[config.mk]
export PLATFORM = sky130hd
export DESIGN_NAME = radio_irq_top
export DESIGN_NICKNAME = d
export VERILOG_FILES = /design/src/rtl/radio_irq_pkg.sv /design/src/rtl/radio_irq_ctrl.sv /design/src/rtl/radio_irq_datapath.sv /design/src/rtl/radio_irq_top.sv
export SDC_FILE = /design/constraint.sdc
export NUM_CORES = 1
export LEC_CHECK = 0
export BUFFER_PORTS_ARGS = -buffer_cell sky130_fd_sc_hd__buf_2
export CAP_MARGIN = 30
export CORE_UTILIZATION = 50
export CTS_CLUSTER_SIZE = 30
export DETAILED_ROUTE_END_ITERATION = 12
export GPL_TIMING_DRIVEN = 0
export PLACE_DENSITY = 0.73
export SLEW_MARGIN = 40
export SYNTH_ARGS = -nofsm -noshare
export SYNTH_HDL_FRONTEND = slang
export SYNTH_SLANG_ARGS = --single-unit
[constraint.sdc]
create_clock -name clk -period 2.6 [get_ports clk]
set_input_delay 0.13 -clock clk [delete_from_list [all_inputs] [get_ports clk]]
set_output_delay 0.13 -clock clk [all_outputs]
set_load 0.05 [all_outputs]
[src/rtl/radio_irq_pkg.sv]
package radio_irq_pkg;
  typedef struct packed {
    logic readHit;
    logic shiftStb;
    logic frameRead;
  } ctrlStrb_t;
endpackage

[src/rtl/radio_irq_ctrl.sv]
module radio_irq_ctrl
  import radio_irq_pkg::*;
#(
  parameter int STATUS_W = 19
) (
  input  logic      clk,
  input  logic      rstN,
  input  logic      csN,
  input  logic      sckStb,
  input  logic      sdi,
  output ctrlStrb_t strb
);
  localparam int CNT_MAX = STATUS_W + 1;
  localparam int CNT_W   = $clog2(CNT_MAX + 1);

  logic [CNT_W-1:0] bitCnt;
  logic             reading;
  logic             stbLive;
  logic             firstBit;

  assign stbLive  = sckStb & ~csN;
  assign firstBit = (bitCnt == '0);

  always_ff @(posedge clk or negedge rstN) begin
    if (!rstN) begin
      bitCnt  <= '0;
      reading <= 1'b0;
    end else if (csN) begin
      bitCnt  <= '0;
      reading <= 1'b0;
    end else if (sckStb) begin
      if (bitCnt != CNT_W'(CNT_MAX)) bitCnt <= bitCnt + 1'b1;
      if (firstBit && !sdi) reading <= 1'b1;
    end
  end

  always_comb begin
    strb.readHit   = stbLive & firstBit & ~sdi;
    strb.shiftStb  = stbLive & reading;
    strb.frameRead = reading;
  end

  AST_FRAME_ENDS: assert property (@(posedge clk) disable iff (!rstN)
    strb.frameRead && csN |=> !strb.frameRead);
  AST_READ_OPENS: assert property (@(posedge clk) disable iff (!rstN)
    strb.readHit |=> strb.frameRead);
endmodule

[src/rtl/radio_irq_datapath.sv]
module radio_irq_datapath
  import radio_irq_pkg::*;
#(
  parameter int OFFS_LOW_W = 4
) (
  input  logic                  clk,
  input  logic                  rstN,
  input  ctrlStrb_t             strb,
  input  logic                  txPathEn,
  input  logic                  rxPathEn,
  input  logic                  wakeEn,
  input  logic                  battEn,
  input  logic                  extEn,
  input  logic                  txRegEmpty,
  input  logic                  txWrite,
  input  logic                  txUnderrun,
  input  logic                  fifoLevelHit,
  input  logic                  fifoRead,
  input  logic                  fifoOverflow,
  input  logic                  wakeTick,
  input  logic                  extPinN,
  input  logic                  battLow,
  input  logic [5:0]            liveBits,
  input  logic                  offsSign,
  input  logic [OFFS_LOW_W-1:0] offsLow,
  output logic                  sdo,
  output logic                  irqN
);
  localparam int STATUS_W = 15 + OFFS_LOW_W;
  localparam int N_LVL    = 2;

  // level-with-data-clear pair: index 0 transmit empty, 1 FIFO level
  logic [N_LVL-1:0] lvlFlag, lvlEn, lvlSrc, lvlClr, lvlForce;
  logic porFlag, rgurFlag, ffovFlag, wkupFlag, lbdIrq, battPrev;
  logic extLvl, battLvl, battRise;
  logic [STATUS_W-1:0] shReg, snapWord;

  assign lvlEn    = {rxPathEn, txPathEn};
  assign lvlSrc   = {fifoLevelHit, txRegEmpty};
  assign lvlClr   = {fifoRead, txWrite};
  assign lvlForce = {fifoOverflow, txUnderrun};

  generate
    for (genvar i = 0; i < N_LVL; i++) begin : gLvl
      always_ff @(posedge clk or negedge rstN) begin
        if (!rstN) lvlFlag[i] <= 1'b0;
        else       lvlFlag[i] <= lvlEn[i] &
                                 ((~lvlClr[i] & (lvlFlag[i] | lvlSrc[i])) | lvlForce[i]);
      end
    end
  endgenerate

  assign extLvl   = extEn & ~extPinN;
  assign battLvl  = battEn & battLow;
  assign battRise = battLvl & ~battPrev;

  always_ff @(posedge clk or negedge rstN) begin
    if (!rstN) begin
      porFlag  <= 1'b1;
      rgurFlag <= 1'b0;
      ffovFlag <= 1'b0;
      wkupFlag <= 1'b0;
      lbdIrq   <= 1'b0;
      battPrev <= 1'b0;
    end else begin
      porFlag  <= porFlag & ~strb.readHit;
      rgurFlag <= txPathEn & (rgurFlag | txUnderrun);
      ffovFlag <= rxPathEn & ((ffovFlag & ~strb.readHit) | fifoOverflow);
      wkupFlag <= wakeEn & ((wkupFlag & ~strb.readHit) | wakeTick);
      lbdIrq   <= battEn & ((lbdIrq & ~strb.readHit) | battRise);
      battPrev <= battLvl;
    end
  end

  assign snapWord = {lvlFlag[0], lvlFlag[1], porFlag, rgurFlag, ffovFlag, wkupFlag,
                     extLvl, battLvl, liveBits, offsSign, offsLow};

  always_ff @(posedge clk or negedge rstN) begin
    if (!rstN)              shReg <= '0;
    else if (strb.readHit)  shReg <= snapWord;
    else if (strb.shiftStb) shReg <= {shReg[STATUS_W-2:0], 1'b0};
  end

  assign sdo  = strb.frameRead & shReg[STATUS_W-1];
  assign irqN = ~(|lvlFlag | porFlag | rgurFlag | ffovFlag | wkupFlag | extLvl | lbdIrq);

  AST_POR_READ_CLEAR: assert property (@(posedge clk) disable iff (!rstN)
    strb.readHit |=> !porFlag);
  AST_WAKE_READ_CLEAR: assert property (@(posedge clk) disable iff (!rstN)
    strb.readHit && !wakeTick |=> !wkupFlag);
  AST_LBD_PIN_RELEASE: assert property (@(posedge clk) disable iff (!rstN)
    strb.readHit && battPrev |=> !lbdIrq);
  AST_FIFO_DATA_CLEAR: assert property (@(posedge clk) disable iff (!rstN)
    fifoRead && !fifoOverflow |=> !lvlFlag[1]);
  AST_UNDERRUN_PAIR: assert property (@(posedge clk) disable iff (!rstN)
    txPathEn && txUnderrun |=> lvlFlag[0] && rgurFlag);
  AST_UNDERRUN_HOLD: assert property (@(posedge clk) disable iff (!rstN)
    txPathEn && rgurFlag |=> rgurFlag);
  AST_RX_OFF_CLEARS: assert property (@(posedge clk) disable iff (!rstN)
    !rxPathEn |=> !lvlFlag[1] && !ffovFlag);
endmodule

[src/rtl/radio_irq_top.sv]
module radio_irq_top
  import radio_irq_pkg::*;
#(
  parameter int OFFS_LOW_W = 4
) (
  input  logic                  clk,
  input  logic                  rstN,
  input  logic                  txPathEn,
  input  logic                  rxPathEn,
  input  logic                  wakeEn,
  input  logic                  battEn,
  input  logic                  extEn,
  input  logic                  txRegEmpty,
  input  logic                  txWrite,
  input  logic                  txUnderrun,
  input  logic                  fifoLevelHit,
  input  logic                  fifoRead,
  input  logic                  fifoOverflow,
  input  logic                  wakeTick,
  input  logic                  extPinN,
  input  logic                  battLow,
  input  logic                  fifoEmpty,
  input  logic                  antTuneHit,
  input  logic                  rssiHit,
  input  logic                  dataQualOk,
  input  logic                  clkLocked,
  input  logic                  afcToggle,
  input  logic                  offsSign,
  input  logic [OFFS_LOW_W-1:0] offsLow,
  input  logic                  csN,
  input  logic                  sckStb,
  input  logic                  sdi,
  input  logic                  sleepReq,
  output logic                  sdo,
  output logic                  irqN,
  output logic                  sleepGrant
);
  localparam int STATUS_W = 15 + OFFS_LOW_W;

  ctrlStrb_t strb;

  radio_irq_ctrl #(.STATUS_W(STATUS_W)) uCtrl (
    .clk(clk), .rstN(rstN), .csN(csN), .sckStb(sckStb), .sdi(sdi), .strb(strb)
  );

  radio_irq_datapath #(.OFFS_LOW_W(OFFS_LOW_W)) uDp (
    .clk(clk), .rstN(rstN), .strb(strb),
    .txPathEn(txPathEn), .rxPathEn(rxPathEn), .wakeEn(wakeEn), .battEn(battEn),
    .extEn(extEn), .txRegEmpty(txRegEmpty), .txWrite(txWrite), .txUnderrun(txUnderrun),
    .fifoLevelHit(fifoLevelHit), .fifoRead(fifoRead), .fifoOverflow(fifoOverflow),
    .wakeTick(wakeTick), .extPinN(extPinN), .battLow(battLow),
    .liveBits({fifoEmpty, antTuneHit, rssiHit, dataQualOk, clkLocked, afcToggle}),
    .offsSign(offsSign), .offsLow(offsLow), .sdo(sdo), .irqN(irqN)
  );

  assign sleepGrant = sleepReq & irqN;

  AST_SLEEP_BLOCKED: assert property (@(posedge clk) disable iff (!rstN)
    !irqN && $past(!irqN) |-> !sleepGrant);
endmodule

# --- Word level (Yosys, flattened, before mapping) ---
# Index checks and enable logic that the tools add are counted.
totals:
  reg_bits: 33
  output_inout_bits: 3
  wordCells: 74
  inputBits: 31
classes:
  n_addsub: 1
  bitwise: 43
  mux: 8
  reduce_logical: 10
  eq_ne: 1
op_table:
  columns: ["op", "n"]
  rows:
  - ["19-bit 2-to-1 mux", 2]
  - ["1-bit bitwise AND", 21]
  - ["5-bit 2-to-1 mux", 3]
  - ["1-bit OR", 14]
  - ["1-bit inverter", 8]
  - ["2-bit nonzero test", 4]
  - ["5-bit by 1-bit adder with 5-bit output, second input constant", 1]
  - ["5-bit logical NOT", 1]
  - ["5-bit != test, second input constant", 1]
  - ["2-bit AND reduction", 2]
  - ["1-bit 2-to-1 mux", 3]
  - ["2-bit OR reduction", 1]
  - ["1-bit logical AND", 1]
  - ["1-bit logical NOT", 1]

# --- Longest topological paths before layout ---
depth:
  ltp_word: 9
  mapped_depth: 6
  ltp_nobuf: 5

# --- Modules after synthesis ---
# From an unflattened synthesis, not the netlist that was laid out.
hier_totals:
  cells_unflattened: 148
  area_unflattened_um2: 1597.8
by_module_without_submodules:
  columns: ["module", "cells_each", "seq_area_each_um2", "area_per_inst_um2", "n_inst"]
  rows:
  - ["radio_irq_datapath", 108, 676.9, 1222.4, 1]
  - ["radio_irq_ctrl", 39, 150.1, 369.1, 1]
  - ["radio_irq_top", 1, 0.0, 6.3, 1]

# --- Worst setup path before layout ---
# No wires, ideal clock.
synth_timing:
  path_kind: "register to output"
  startpoint: "register uDp.rgurFlag"
  endpoint: "output sleepGrant"
  required_ns: 2.470
  setup_slack_ns: 0.823
  n_path_buf: 0
  stages_incl_launch_ff: 4
  t_arrival_ns: 1.647
  path_cell_list: "dfrtp_1 nor4_1 and4b_1 and2_1"
synth_between:
  elab_chain_len: 7
synth_lines:
  columns: ["element", "line_no", "source"]
  rows:
  - ["from (decl)", "radio_irq_datapath.sv:34", "logic porFlag, rgurFlag, ffovFlag, wkupFlag, lbdIrq, battPrev;"]
  - ["from (signal assigned)", "radio_irq_datapath.sv:67", "rgurFlag <= txPathEn & (rgurFlag | txUnderrun);"]
  - ["1-bit OR (5 in a row)", "radio_irq_datapath.sv:85", "assign irqN = ~(|lvlFlag | porFlag | rgurFlag | ffovFlag | wkupFlag | extLvl | lbdIrq);"]
  - ["1-bit inverter", "radio_irq_datapath.sv:85", null]
  - ["named net irqN", "radio_irq_top.sv:35", "output logic irqN,"]
  - ["1-bit bitwise AND", "radio_irq_top.sv:56", "assign sleepGrant = sleepReq & irqN;"]
  - ["to (decl)", "radio_irq_top.sv:36", "output logic sleepGrant"]
# The timed path passes the listed nets, and every way through them passes these cells.

# --- Worst setup path after layout ---
layout_timing:
  startpoint: "register uCtrl.bitCnt[0]"
  endpoint: "register uDp.shReg[4]"
layout_between:
  elab_chain_len: 4
  elab_cells_between_ends: 5
  classes_between: "1 x mux; 2 x bitwise; 2 x reduce/logical"
layout_lines:
  columns: ["element", "line_no", "source"]
  rows:
  - ["from (decl)", "radio_irq_ctrl.sv:16", "logic [CNT_W-1:0] bitCnt;"]
  - ["from (signal assigned)", "radio_irq_ctrl.sv:32", "if (bitCnt != CNT_W'(CNT_MAX)) bitCnt <= bitCnt + 1'b1;"]
  - ["5-bit logical NOT *", "radio_irq_ctrl.sv:22", "assign firstBit = (bitCnt == '0);"]
  - ["1-bit bitwise AND * (2 in a row)", "radio_irq_ctrl.sv:38", "strb.readHit = stbLive & firstBit & ~sdi;"]
  - ["19-bit 2-to-1 mux / 2-bit nonzero test (equally long branches)", null, null]
  - ["to (signal assigned)", "radio_irq_datapath.sv:80", "else if (strb.readHit) shReg <= snapWord;"]
  - ["to (signal assigned)", "radio_irq_datapath.sv:81", "else if (strb.shiftStb) shReg <= {shReg[STATUS_W-2:0], 1'b0};"]
  - ["to (decl)", "radio_irq_datapath.sv:36", "logic [STATUS_W-1:0] shReg, snapWord;"]
# Every way passes the cells marked *; elsewhere a longest branch is shown, timed or not.
# A chain may end at the register's enable or synchronous reset.

==> impl_metrics.csv <==
group,metric,value,unit
status,status,"completed",
synth,async_flop_share,1.00,
floorplan,fp.dieArea,0.00367,mm^2
worst_setup_path,critPathMaxFanout,10,
pwr,pwr-share-clk,0.200,
global_routing,grt_pass1_vias,1145,
worst_setup_path,startpoint,"uCtrl.bitCnt[0]",
synth,synth-edff-count,0,
synth,synth_common_cells,"dfrtp_1, mux2_4, mux2_2",
floorplan,core.rowCount,20,
synth,synth_warnings,0,
worst_setup_path,critPathSlowestCell,"dfrtp_1",
clock_tree,post_cts_resized,0,
global_routing,grt_pass1_wl,4.99,mm
sta,skew,12.9,ps
place,dpl_worst_slack,652,ps
worst_setup_path,endpoint,"uDp.shReg[4]",
synth,synth.top_cell.area_share,0.467,
min_path,hp-start,"wakeTick",
place,post-dp-hpwl,2.27,mm
clock_tree,cts_buffers,5,
synth,syn_inst,128,
clock_tree,cts.sinks,33,
place,place.port_buffers,33,
global_routing,track_usage,0.198,
clock_tree,ctsLongestPathBuffers,2,
routing,firstDrtPassIters,4,
synth,syn_nets,161,
floorplan,die_width,60.6,um
synth,avgSynthCellArea,13.4,um^2
synth,synth_cell_types,32,
synth,synth-seq-area-share,0.482,
floorplan,ios,34,
finish,drive_gt1_frac,0.454,
worst_setup_path,worstSetupPathType,"reg -> reg",
worst_setup_path,path_cells,"inv_1 -> ha_1 -> nor3b_1 -> nand2_1 -> buf_2 -> mux2_4",
finish,utilization,0.646,
routing,ant_nets,0,
pwr,ir_drop,0.358,mV
routing,via_per_inst,5.06,
floorplan,initial_core_util,0.544,
routing,drt_iter0_markers,22,
finish,stdcell_count,218,
routing,drc_errors,0,
worst_setup_path,start_kind,"flip-flop",
sta,tightest_slew,706,ps
synth,syn_area,0.00172,mm^2
synth,ys.flop_type,"dfrtp_1",
place,dp.cells,205,
synth,synthMostInstantiatedCell,"dfrtp_1",
sta,relSlewSlack,0.530,
global_routing,antenna_found_initial,0,
sta,fin_tns_setup,0,ps
routing,wl,3.07,mm
clock_tree,cts_tree,"done",
finish,syn2layout_area_growth,18.7,%
sta,final-hold-violation-count,0,
flow_run,maxCapViolCount,0,
global_routing,grt-ovfl-total,0,
pwr,pwr-share-comb,0.286,
pwr,p_sw,0.344,mW
min_path,hp-class,"in -> reg",
finish,fill_cells,268,
sta,rsz0062_at_grt,"no",
sta,hold-worst-slack,8.76,ps
sta,finalWorstSetupSlack,641,ps
sta,fin_crit_sh,0.754,
clock_tree,path_clk_slew,90,ps
routing,wl_per_cell,14.1,um
sta,finalSetupViolations,0,
floorplan,die_y,60.6,um
pwr,p_per_area,661,mW/mm^2
worst_setup_path,reg2reg_depth,6,
synth,post-synth-top-area-cell,"dfrtp_1",
pwr,p_int,1.00,mW
worst_setup_path,cp_data_required_time,2820,ps
pwr,power_frac_seq,0.514,
worst_setup_path,r2r_start,"uCtrl.bitCnt[0]",
place,gp_congestion,0.825,
worst_setup_path,worstReg2RegEnd,"uDp.shReg[4]",
clock_tree,clkLatencyLatePin,340,ps
synth,synthTopCellsByArea,"dfrtp_1, mux2_4, mux2_2",
worst_setup_path,r2r_slack,640,ps
sta,max_freq,0.510,GHz
clock_tree,cts_max_level,2,
sta,timing.final.crit_period,1960,ps
finish,diodes,0,
synth,synth_seq_cells,33,
worst_setup_path,cpPeakStageDelay,420,ps
pwr,swShare,0.256,
clock_tree,clockRootBuffer,"clkbuf_4",
global_routing,grt_max_degree,34,
finish,fin_nets,206,
routing,vias,1103,
sta,timing.final.max_slew_violations,0,
worst_setup_path,cp-end-kind,"flip-flop",
worst_setup_path,crit_arrival,2180,ps
floorplan,core-area,0.00315,mm^2
pwr,power.leakage,1.05,nW
cell families (layout without fill, tap and decap cells):
family                   after synthesis  in the layout  share of synthesized area
AND/OR/NAND/NOR                       27             27                     0.0978
adder cells (fa/ha/maj)                2              2                     0.0146
flip-flops                            33             33                      0.482
buffers and inverters                 10             56                     0.0387
multiplexers                          37             37                      0.293
XOR/XNOR                               1              1                    0.00511
AO/OA/AOI/OAI                         18             18                     0.0686
worst max-delay path: cells and delay by family (launching register included):
family | cells | cell delay [ps]
buffers and inverters | 2 | 360
adder cells (fa/ha/maj) | 1 | 190
flip-flops | 1 | 420
AND/OR/NAND/NOR | 2 | 550
multiplexers | 1 | 330
per-layer routing:
metal | routed length, um | vias up | GRT usage
li1 | - | 546 | -
met3 | 169 | 5 | 0.0832
met4 | 38 | 0 | 0.0682
met5 | 0 | - | 0
met1 | 1390 | 518 | 0.227
met2 | 1470 | 34 | 0.333
cells in the final DEF (no fill, tap or decap), types with 2 or more instances in the layout:
master         Yosys  routed
buf_2              1      34
dfrtp_1           32      32
mux2_4            24      24
mux2_2            10      10
inv_1              6       6
nor2_1             6       6
o21a_1             6       6
clkbuf_4           0       5
dlygate4sd3_1      0       5
and2_1             4       4
a21oi_1            4       4
a21boi_0           3       3
o21ai_0            3       3
mux2i_1            3       3
nand3_1            3       3
and4b_1            2       2
nand2_1            2       2
o31ai_1            2       2
ha_1               2       2
clkbuf_1           0       2
worst min-delay path by stage:
stage	slack, ps	endpoint	cells past startpoint
finish	9	uDp.wkupFlag	2
global route	4	uDp.lvlFlag[0]	2
CTS	4	uDp.rgurFlag	2
detailed placement	230	uDp.shReg[0]	1
global placement	210	uDp.shReg[0]	1
floorplan	-170	uCtrl.bitCnt[0]	0
layout make-up:
cell class	instances	area, um^2	area share
inverter	6	22.5	0.0111
timing repair buffer	38	215	0.106
sequential	33	827	0.406
clock inverter	1	5.00	0.00246
tap	44	55.1	0.0270
buffer	4	43.8	0.0215
multi-input combinational	85	822	0.404
clock buffer	7	45.0	0.0221
metrics by stage:
step           area [um^2]  total power [mW]
2_1_floorplan         1720             0.989
3_3_place_gp          1940              1.06
3_5_place_dp          1940              1.08
4_1_cts               2010              1.35
5_1_grt               2040              1.43
6_report              2040              1.35
power groups by stage:
stage	clock (mW)	combinational [mW]	sequential, mW
4_1_cts	0.276	0.387	0.692
6_report	0.269	0.385	0.691
2_1_floorplan	0	0.310	0.679
3_3_place_gp	0	0.364	0.695
5_1_grt	0.301	0.418	0.706
3_5_place_dp	0	0.382	0.702
sequential cells by signal (all words and copies together), names as in the netlist:
signal,cells
uCtrl.bitCnt,5
uCtrl.reading,1
uDp.battPrev,1
uDp.ffovFlag,1
uDp.lbdIrq,1
uDp.lvlFlag,2
uDp.porFlag,1
uDp.rgurFlag,1
uDp.shReg,19
uDp.wkupFlag,1
timing repair:
| action | in CTS | in global routing |
|---|---|---|
| setup buffers | 0 | 0 |
| hold endpoints to repair | 33 | 2 |
| endpoints found under the setup margin | 0 | 0 |
| hold buffers | 2 | 3 |
No activity file was read; power rests on OpenSTA's default activity.
